File: config.mk
export PLATFORM = sky130hd
export DESIGN_NAME = vector_base_ctrl
export DESIGN_NICKNAME = d
export VERILOG_FILES = /design/src/rtl/vector_base_pkg.sv /design/src/rtl/vbc_unlock_timer.sv /design/src/rtl/vbc_retire_hold.sv /design/src/rtl/vbc_boot_table.sv /design/src/rtl/vbc_region_mask.sv /design/src/rtl/vector_base_ctrl.sv
export SDC_FILE = /design/constraint.sdc
export NUM_CORES = 1
export LEC_CHECK = 0
export BUFFER_PORTS_ARGS = -buffer_cell sky130_fd_sc_hd__buf_4
export CORE_MARGIN = 2
export CORE_UTILIZATION = 36
export CTS_CLUSTER_SIZE = 20
export DETAILED_ROUTE_END_ITERATION = 16
export PLACE_DENSITY = 0.75
export SLEW_MARGIN = 25
export SYNTH_ARGS = -nofsm -noshare
export SYNTH_HDL_FRONTEND = slang
export SYNTH_SLANG_ARGS = --single-unit
export TNS_END_PERCENT = 5
File: constraint.sdc
create_clock -name clk -period 1.35 [get_ports clk]
set_input_delay 0.27 -clock clk [delete_from_list [all_inputs] [get_ports clk]]
set_output_delay 0.27 -clock clk [all_outputs]
set_load 0.1 [all_outputs]
File: src/rtl/vector_base_pkg.sv
package vector_base_pkg;
   localparam int REG_W    = 8;
   localparam int CE_BIT   = 0;
   localparam int SEL_BIT  = 1;
   localparam int GEN_LO   = 2;

   typedef struct packed {
      logic [REG_W-1:GEN_LO] gen;
      logic                  sel;
      logic                  ce;
   } ctl_reg_t;
endpackage

File: src/rtl/vbc_unlock_timer.sv
module vbc_unlock_timer #(
   parameter int WINDOW = 4
) (
   input  logic clk,
   input  logic rst_n,
   input  logic arm,
   input  logic commit_try,
   output logic win_open,
   output logic commit
);
   localparam int CW = $clog2(WINDOW + 1);
   localparam logic [CW-1:0] WIN_C = CW'(WINDOW);

   logic [CW-1:0] cnt_q;

   assign win_open = (cnt_q != '0);
   assign commit   = commit_try & win_open;

   always_ff @(posedge clk) begin
      if (!rst_n) begin
         cnt_q <= '0;
      end else if (arm) begin
         cnt_q <= WIN_C;
      end else if (commit) begin
         cnt_q <= '0;
      end else if (win_open) begin
         cnt_q <= cnt_q - 1'b1;
      end
   end
endmodule

File: src/rtl/vbc_retire_hold.sv
module vbc_retire_hold (
   input  logic clk,
   input  logic rst_n,
   input  logic commit,
   input  logic retire,
   output logic hold
);
   logic pend_q;

   assign hold = pend_q;

   always_ff @(posedge clk) begin
      if (!rst_n) begin
         pend_q <= 1'b0;
      end else if (commit) begin
         pend_q <= 1'b1;
      end else if (retire) begin
         pend_q <= 1'b0;
      end
   end
endmodule

File: src/rtl/vbc_boot_table.sv
module vbc_boot_table #(
   parameter int ADDR_W   = 16,
   parameter int SIZE_W   = 2,
   parameter int MEM_WORDS = 32768,
   parameter int BOOT_MIN = 512
) (
   input  logic [SIZE_W-1:0] code,
   output logic [ADDR_W-1:0] start
);
   localparam int N_CODES = 2 ** SIZE_W;

   logic [ADDR_W-1:0] starts [N_CODES];

   for (genvar g = 0; g < N_CODES; g++) begin : g_entry
      localparam int SZ = BOOT_MIN << (N_CODES - 1 - g);
      assign starts[g] = ADDR_W'(MEM_WORDS - SZ);
   end

   assign start = starts[code];
endmodule

File: src/rtl/vbc_region_mask.sv
module vbc_region_mask (
   input  logic sel,
   input  logic lock_app,
   input  logic lock_boot,
   input  logic pc_in_boot,
   output logic lock_block
);
   logic app_deny;
   logic boot_deny;

   assign app_deny   = sel & lock_app & ~pc_in_boot;
   assign boot_deny  = ~sel & lock_boot & pc_in_boot;
   assign lock_block = app_deny | boot_deny;
endmodule

File: src/rtl/vector_base_ctrl.sv
module vector_base_ctrl
   import vector_base_pkg::*;
#(
   parameter int ADDR_W    = 16,
   parameter int SIZE_W    = 2,
   parameter int MEM_WORDS = 32768,
   parameter int BOOT_MIN  = 512,
   parameter int WINDOW    = 4
) (
   input  logic              clk,
   input  logic              rst_n,
   input  logic              wr_en,
   input  logic [7:0]        wr_data,
   input  logic              retire,
   input  logic [SIZE_W-1:0] boot_size,
   input  logic              lock_app,
   input  logic              lock_boot,
   input  logic              pc_in_boot,
   output logic [ADDR_W-1:0] vec_base,
   output logic              irq_block,
   output logic [7:0]        rdata
);
   localparam int N_CODES = 2 ** SIZE_W;
   localparam int GEN_W   = REG_W - GEN_LO;

   if (REG_W != 8) begin : g_bad_regw
      $error("register width must be 8");
   end
   if (WINDOW < 1 || WINDOW > 15) begin : g_bad_window
      $error("WINDOW out of range");
   end
   if ((MEM_WORDS & (MEM_WORDS - 1)) != 0) begin : g_bad_mem
      $error("MEM_WORDS must be a power of two");
   end
   if ((BOOT_MIN << (N_CODES - 1)) > MEM_WORDS) begin : g_bad_boot
      $error("largest boot section exceeds memory");
   end
   if (MEM_WORDS > (2 ** ADDR_W)) begin : g_bad_addr
      $error("ADDR_W too small for MEM_WORDS");
   end

   logic       arm;
   logic       commit_try;
   logic       win_open;
   logic       commit;
   logic       hold;
   logic       lock_block;
   logic       sel_q;
   logic [GEN_W-1:0] gen_q;
   logic [ADDR_W-1:0] boot_start;
   ctl_reg_t   view;

   assign arm        = wr_en & wr_data[CE_BIT];
   assign commit_try = wr_en & ~wr_data[CE_BIT];

   vbc_unlock_timer #(.WINDOW(WINDOW)) u_timer (
      .clk        (clk),
      .rst_n      (rst_n),
      .arm        (arm),
      .commit_try (commit_try),
      .win_open   (win_open),
      .commit     (commit)
   );

   vbc_retire_hold u_hold (
      .clk    (clk),
      .rst_n  (rst_n),
      .commit (commit),
      .retire (retire),
      .hold   (hold)
   );

   vbc_boot_table #(
      .ADDR_W    (ADDR_W),
      .SIZE_W    (SIZE_W),
      .MEM_WORDS (MEM_WORDS),
      .BOOT_MIN  (BOOT_MIN)
   ) u_table (
      .code  (boot_size),
      .start (boot_start)
   );

   vbc_region_mask u_mask (
      .sel        (sel_q),
      .lock_app   (lock_app),
      .lock_boot  (lock_boot),
      .pc_in_boot (pc_in_boot),
      .lock_block (lock_block)
   );

   always_ff @(posedge clk) begin
      if (!rst_n) begin
         sel_q <= 1'b0;
      end else if (commit) begin
         sel_q <= wr_data[SEL_BIT];
      end
   end

   for (genvar b = 0; b < GEN_W; b++) begin : g_gen_bit
      always_ff @(posedge clk) begin
         if (!rst_n) begin
            gen_q[b] <= 1'b0;
         end else if (wr_en) begin
            gen_q[b] <= wr_data[GEN_LO + b];
         end
      end
   end

   assign view.gen = gen_q;
   assign view.sel = sel_q;
   assign view.ce  = win_open;

   assign rdata     = view;
   assign vec_base  = sel_q ? boot_start : '0;
   assign irq_block = win_open | hold | lock_block;
endmodule

# Yosys cells after proc, flatten, opt, wreduce, memory -nomap -nowiden
# Index checks and enable logic that the tools add are counted.
[classes]
add_sub_neg = 1
n_lt_le_gt_ge = 1
n_mux = 9
n_bitwise = 15
n_reduce_logical = 4
[op_table]
columns = ["cell", "count"]
rows = [
  ["two-way mux 16 bit", 3],
  ["binary-select mux 16 bit (select 2 bit)", 1],
  ["two-way mux 3 bit", 3],
  ["AND 1 bit", 7],
  ["nonzero test 3 bit", 2],
  ["NOT 1 bit", 4],
  ["greater-or-equal comparator 3 bit (second input constant)", 1],
  ["NOT 2 -> 3 bit", 1],
  ["bitwise OR 1 bit", 3],
  ["OR reduction 3 bit", 1],
  ["subtractor 3 x 1 -> 3 bit (second input constant)", 1],
  ["two-way mux 1 bit", 2],
  ["nonzero test 2 bit", 1],
]
[totals]
ff_bits = 11
input_bits = 17
output_inout_bits = 25
word_cells = 40

# Longest topological paths before layout
[logic_depth]
ltp_word = 5
ltp_mapped = 7
ltp_nobuf = 6

# Cells and area by module
# Synthesis repeated with hierarchy kept, for this count alone.
[unflattened]
cells_unflattened = 90
hier_area_um2 = 770.7
[by_module_without_submodules]
columns = ["module", "instances", "cells_each", "area_per_inst_um2", "seq_area_each_um2"]
rows = [
  ["vector_base_ctrl", 1, 44, 406.6, 140.1],
  ["vbc_unlock_timer", 1, 22, 182.7, 60.1],
  ["vbc_boot_table", 1, 18, 126.4, 0.0],
  ["vbc_retire_hold", 1, 3, 41.3, 20.0],
  ["vbc_region_mask", 1, 3, 13.8, 0.0],
]

# Worst setup path after synthesis
# No wires, ideal clock.
[synth_path]
path_kind = "reg2out"
start = "reg u_timer.cnt_q[0]"
end = "out irq_block"
arrival_ns = 1.617
required_ns = 1.080
path_slack_ns = -0.537
path_stages_with_launch = 7
n_path_buf = 1
cell_sequence = "dfxtp_1 -> inv_1 -> ha_1 -> ha_1 -> buf_4 -> inv_2 -> or3_1"
[synth_via]
elab_chain_len = 3
[synth_rtl]
columns = ["element", "line_no", "source"]
rows = [
  ["from (decl)", "vbc_unlock_timer.sv:14", "logic [CW-1:0] cnt_q;"],
  ["from (signal assigned)", "vbc_unlock_timer.sv:27", "cnt_q <= cnt_q - 1'b1;"],
  ["nonzero test 3 bit", "vbc_unlock_timer.sv:16", "assign win_open = (cnt_q != '0);"],
  ["named net u_timer.win_open", "vbc_unlock_timer.sv:8", "output logic win_open,"],
  ["bitwise OR 1 bit (2 in a row)", "vector_base_ctrl.sv:115", "assign irq_block = win_open | hold | lock_block;"],
  ["to (decl)", "vector_base_ctrl.sv:20", "output logic irq_block,"],
]
# The timed path passes the listed nets, and every way through them passes these cells.

# Final worst setup path
[layout_path]
start = "reg u_timer.cnt_q[0]"
end = "out irq_block"
[layout_via]
elab_chain_len = 3
[layout_rtl]
columns = ["element", "line_no"]
rows = [
  ["nonzero test 3 bit", "vbc_unlock_timer.sv:16"],
  ["bitwise OR 1 bit (2 in a row)", "vector_base_ctrl.sv:115"],
]
# Every way passes these cells.

==> impl_results.md <==
- Vias in the first global route: between 500 and 600
- Most frequent cells in the layout: 30 x buf_4, 10 x nor2_1, 10 x conb_1
- Placed cell area: between 800 and 900 um^2
- Arrival @ worst endpoint: around 1.5 ns
- Seq. cell area: about 220 um^2
- Largest family of logic cells by synthesized area: buffers and inverters
- Clock buffer depth: 2
- RSZ-0062 raised after global routing: true
- Post-synthesis simple-gate area fraction: roughly 17%
- Worst Hold Endpoint: sel_q
- Failing checks: negative setup slack
- Seq/Total Area, Yosys: a little over a third
- Clk_skew: roughly 0.0012 ns
- CP max FO: 2
- Crit end category: output pin
- Starting DRT DRC Count: 3
- Leak Pwr: 0.0004816 uW
- Initial core utilization: between 30% and 40%
- CTS tree: done
- Area of the multi-input gates: roughly 330 um^2
- Data required, critical path: approximately 1.1 ns
- Clk Latency, worst-skew pair: 0.27 ns
- GR Overflow Total: 0
- Max-Cap Viols: 0
- Routed wire length per instance: ~12 um
- Crit Path Category: reg -> out
- Cells on worst reg2reg path: 7
- Setup ws final: -0.4135 ns
- First-pass DRT Iterations: 4
- Fill count: 154
- GPL Wtd Cong: around 0.64
- Crit share post-route: 130.6%
- Post-synthesis compound-gate area fraction: between 6 and 7%
- Peak Freq: roughly 570 MHz
- CTS Root Buffer Type: clkbuf_4
- CTS buffer count: 3
- Synth Register Bits: 11
- Largest net degree at the start of global routing: 12
- Worst Hold Class: in -> reg
- Syn_area_per_cell: between 8 and 9 um^2
- Finish-stage setup viols: 4
- Mux contribution to synthesized area: 9.619%
- IO Pins: 42
- Antenna viol nets, final: 0
- Pins over their slew limit: 0
- Crit path launch: u_timer.cnt_q[0]
- Hold path cells: 3
- Setup slack, reg-to-reg: ~0.060 ns
- VDD IR max: ~0.62 mV
- R2r startpoint: u_timer.cnt_q[0]
- Status: finished with violations
- Die height: roughly 46 um
- Hold path start: wr_data[1]
- Total global routing track utilization: between 10% and 20%
- Crit Reg-Reg Endpoint: sel_q
- Gate Count Post-Synth: 75
- Worst-path clk slew: ~0.07 ns
- Final Cell Area: ~960 um^2
- Adder-cell share of the synthesized area: 6.012%
- Unique masters post-synth: 21
- Hold Vio Cnt, Final: 0
- Final-stage net count: approximately 130
- Post-route DRC: 0
- First-pass GRT wire length: 2.277 mm
- Mapped Area: 624.3 um^2
- Minimum clock period: between 1.5 and 2 ns
- Ant diodes: 0
- Synth warn: 0
- DRT Wirelength: ~1.5 mm
- Vias/cell: between 4 and 5
- Core box area: 0.001670 mm^2
- Pwr Total: around 1200 uW
- # rows: 15
- Share of cells above drive strength 1: between 40% and 50%
- Die area: about 0.0021 mm^2
- Postcts setup bufs: 0
- Layout area overhead: 54.11%
- Port bufs: 31
- CTS H-tree depth: 1
- Placed wire-length estimate: ~1.1 mm
- Die X: between 40 and 50 um
- Vias: 558
- Clock sinks: 11
- Post-Synth XOR/XNOR Area: 0%
- Most common cell after layout, fill and taps aside: buf_4
- Startpoint types: flip-flop
- Pwr per Cell Area: around 1300 mW/mm^2
- Antenna violations before repair: 0
-- timing repair --
item / 4_1_cts / 5_1_grt
hold buffers: 0 / 0
resized for setup: 20 / 1
setup endpoints to repair: 9 / 7
pin swaps: 0 / 3
-- how the worst max path moves through the flow --
stage                     end  slack (ns)  cells after the start
global placement    irq_block       -0.16                      6
CTS                 irq_block       -0.44                      6
finish              irq_block       -0.41                      6
floorplan           irq_block       -0.19                      6
detailed placement  irq_block       -0.18                      6
global route        irq_block       -0.47                      6
-- worst max-delay path: stages, from the launching register on --
cell and delay [ns]:
dfxtp_2 0.33, inv_2 0.06, ha_4 0.14, ha_4 0.12, inv_2 0.03, or3_4 0.37
buf_12 0.17
-- Yosys cell counts --
| cell type | n | area [um^2] |
|---|---|---|
| o21ai_0 | 1 | 5.000 |
| a31oi_1 | 3 | 18.77 |
| conb_1 | 1 | 3.750 |
| clkinv_1 | 1 | 3.750 |
| or3_1 | 1 | 6.260 |
| o21a_1 | 1 | 7.510 |
| buf_4 | 17 | 127.6 |
| ha_1 | 3 | 37.54 |
| nor2_1 | 10 | 37.54 |
| mux2i_1 | 6 | 60.06 |
| inv_2 | 1 | 3.750 |
| nor3_1 | 2 | 10.01 |
| nand3_1 | 1 | 5.000 |
| and2_1 | 1 | 6.260 |
| nand2_1 | 6 | 22.52 |
| and3_1 | 1 | 6.260 |
| a21oi_1 | 1 | 5.000 |
| inv_1 | 5 | 18.77 |
| o22ai_1 | 1 | 6.260 |
| nor3b_2 | 1 | 12.51 |
| dfxtp_1 | 11 | 220.2 |
-- metal layers --
layer | track usage (%) | share of wire (%) | vias to the layer above
li1 | - | - | 280
met1 | 16.67 | 38 | 253
met2 | 28.45 | 55 | 25
met3 | 2.778 | 6.6 | 0
met4 | 7.059 | 0 | 0
met5 | 0 | 0 | -
-- flip-flops by register name, indices dropped and copies added, names as in the netlist --
signal,cells
rdata,6
u_timer.cnt_q,3
sel_q,1
u_hold.hold,1
-- report_power, final --
part | switching, uW | internal, uW
Clock | 114 | 114
Combinational | 460 | 192
Sequential | 12.8 | 348
Total | 587 | 655
-- stage by stage --
stage               hold slack [ns]  TNS [ns]  utilization (%)  setup slack, ns  std cells
floorplan                    0.4003   -0.6267                -          -0.1863         84
global placement             0.4724   -0.1560            51.09          -0.1560        120
detailed placement           0.4881   -0.1950            51.09          -0.1799        120
CTS                          0.2193   -0.6975            57.23          -0.4419        124
global route                 0.2422   -0.9216            57.60          -0.4683        124
finish                       0.2314   -0.6445            57.60          -0.4135        124
-- cells by family after synthesis --
group           count (synthesis)
compound gates                  7
fa+ha+maj                       3
buf+inv                        24
flops                          11
mux                             6
other cells                     1
simple gates                   23
-- area by class of cell --
| type | instances | share of cell area [%] |
|---|---|---|
| timing repair buffer | 36 | 34.98 |
| multi-input combinational | 49 | 34.07 |
| sequential | 11 | 23.28 |
| clock buffer | 4 | 2.731 |
| inverter | 7 | 2.731 |
| tap | 17 | 2.211 |
Power figures use the tool's default switching activity.
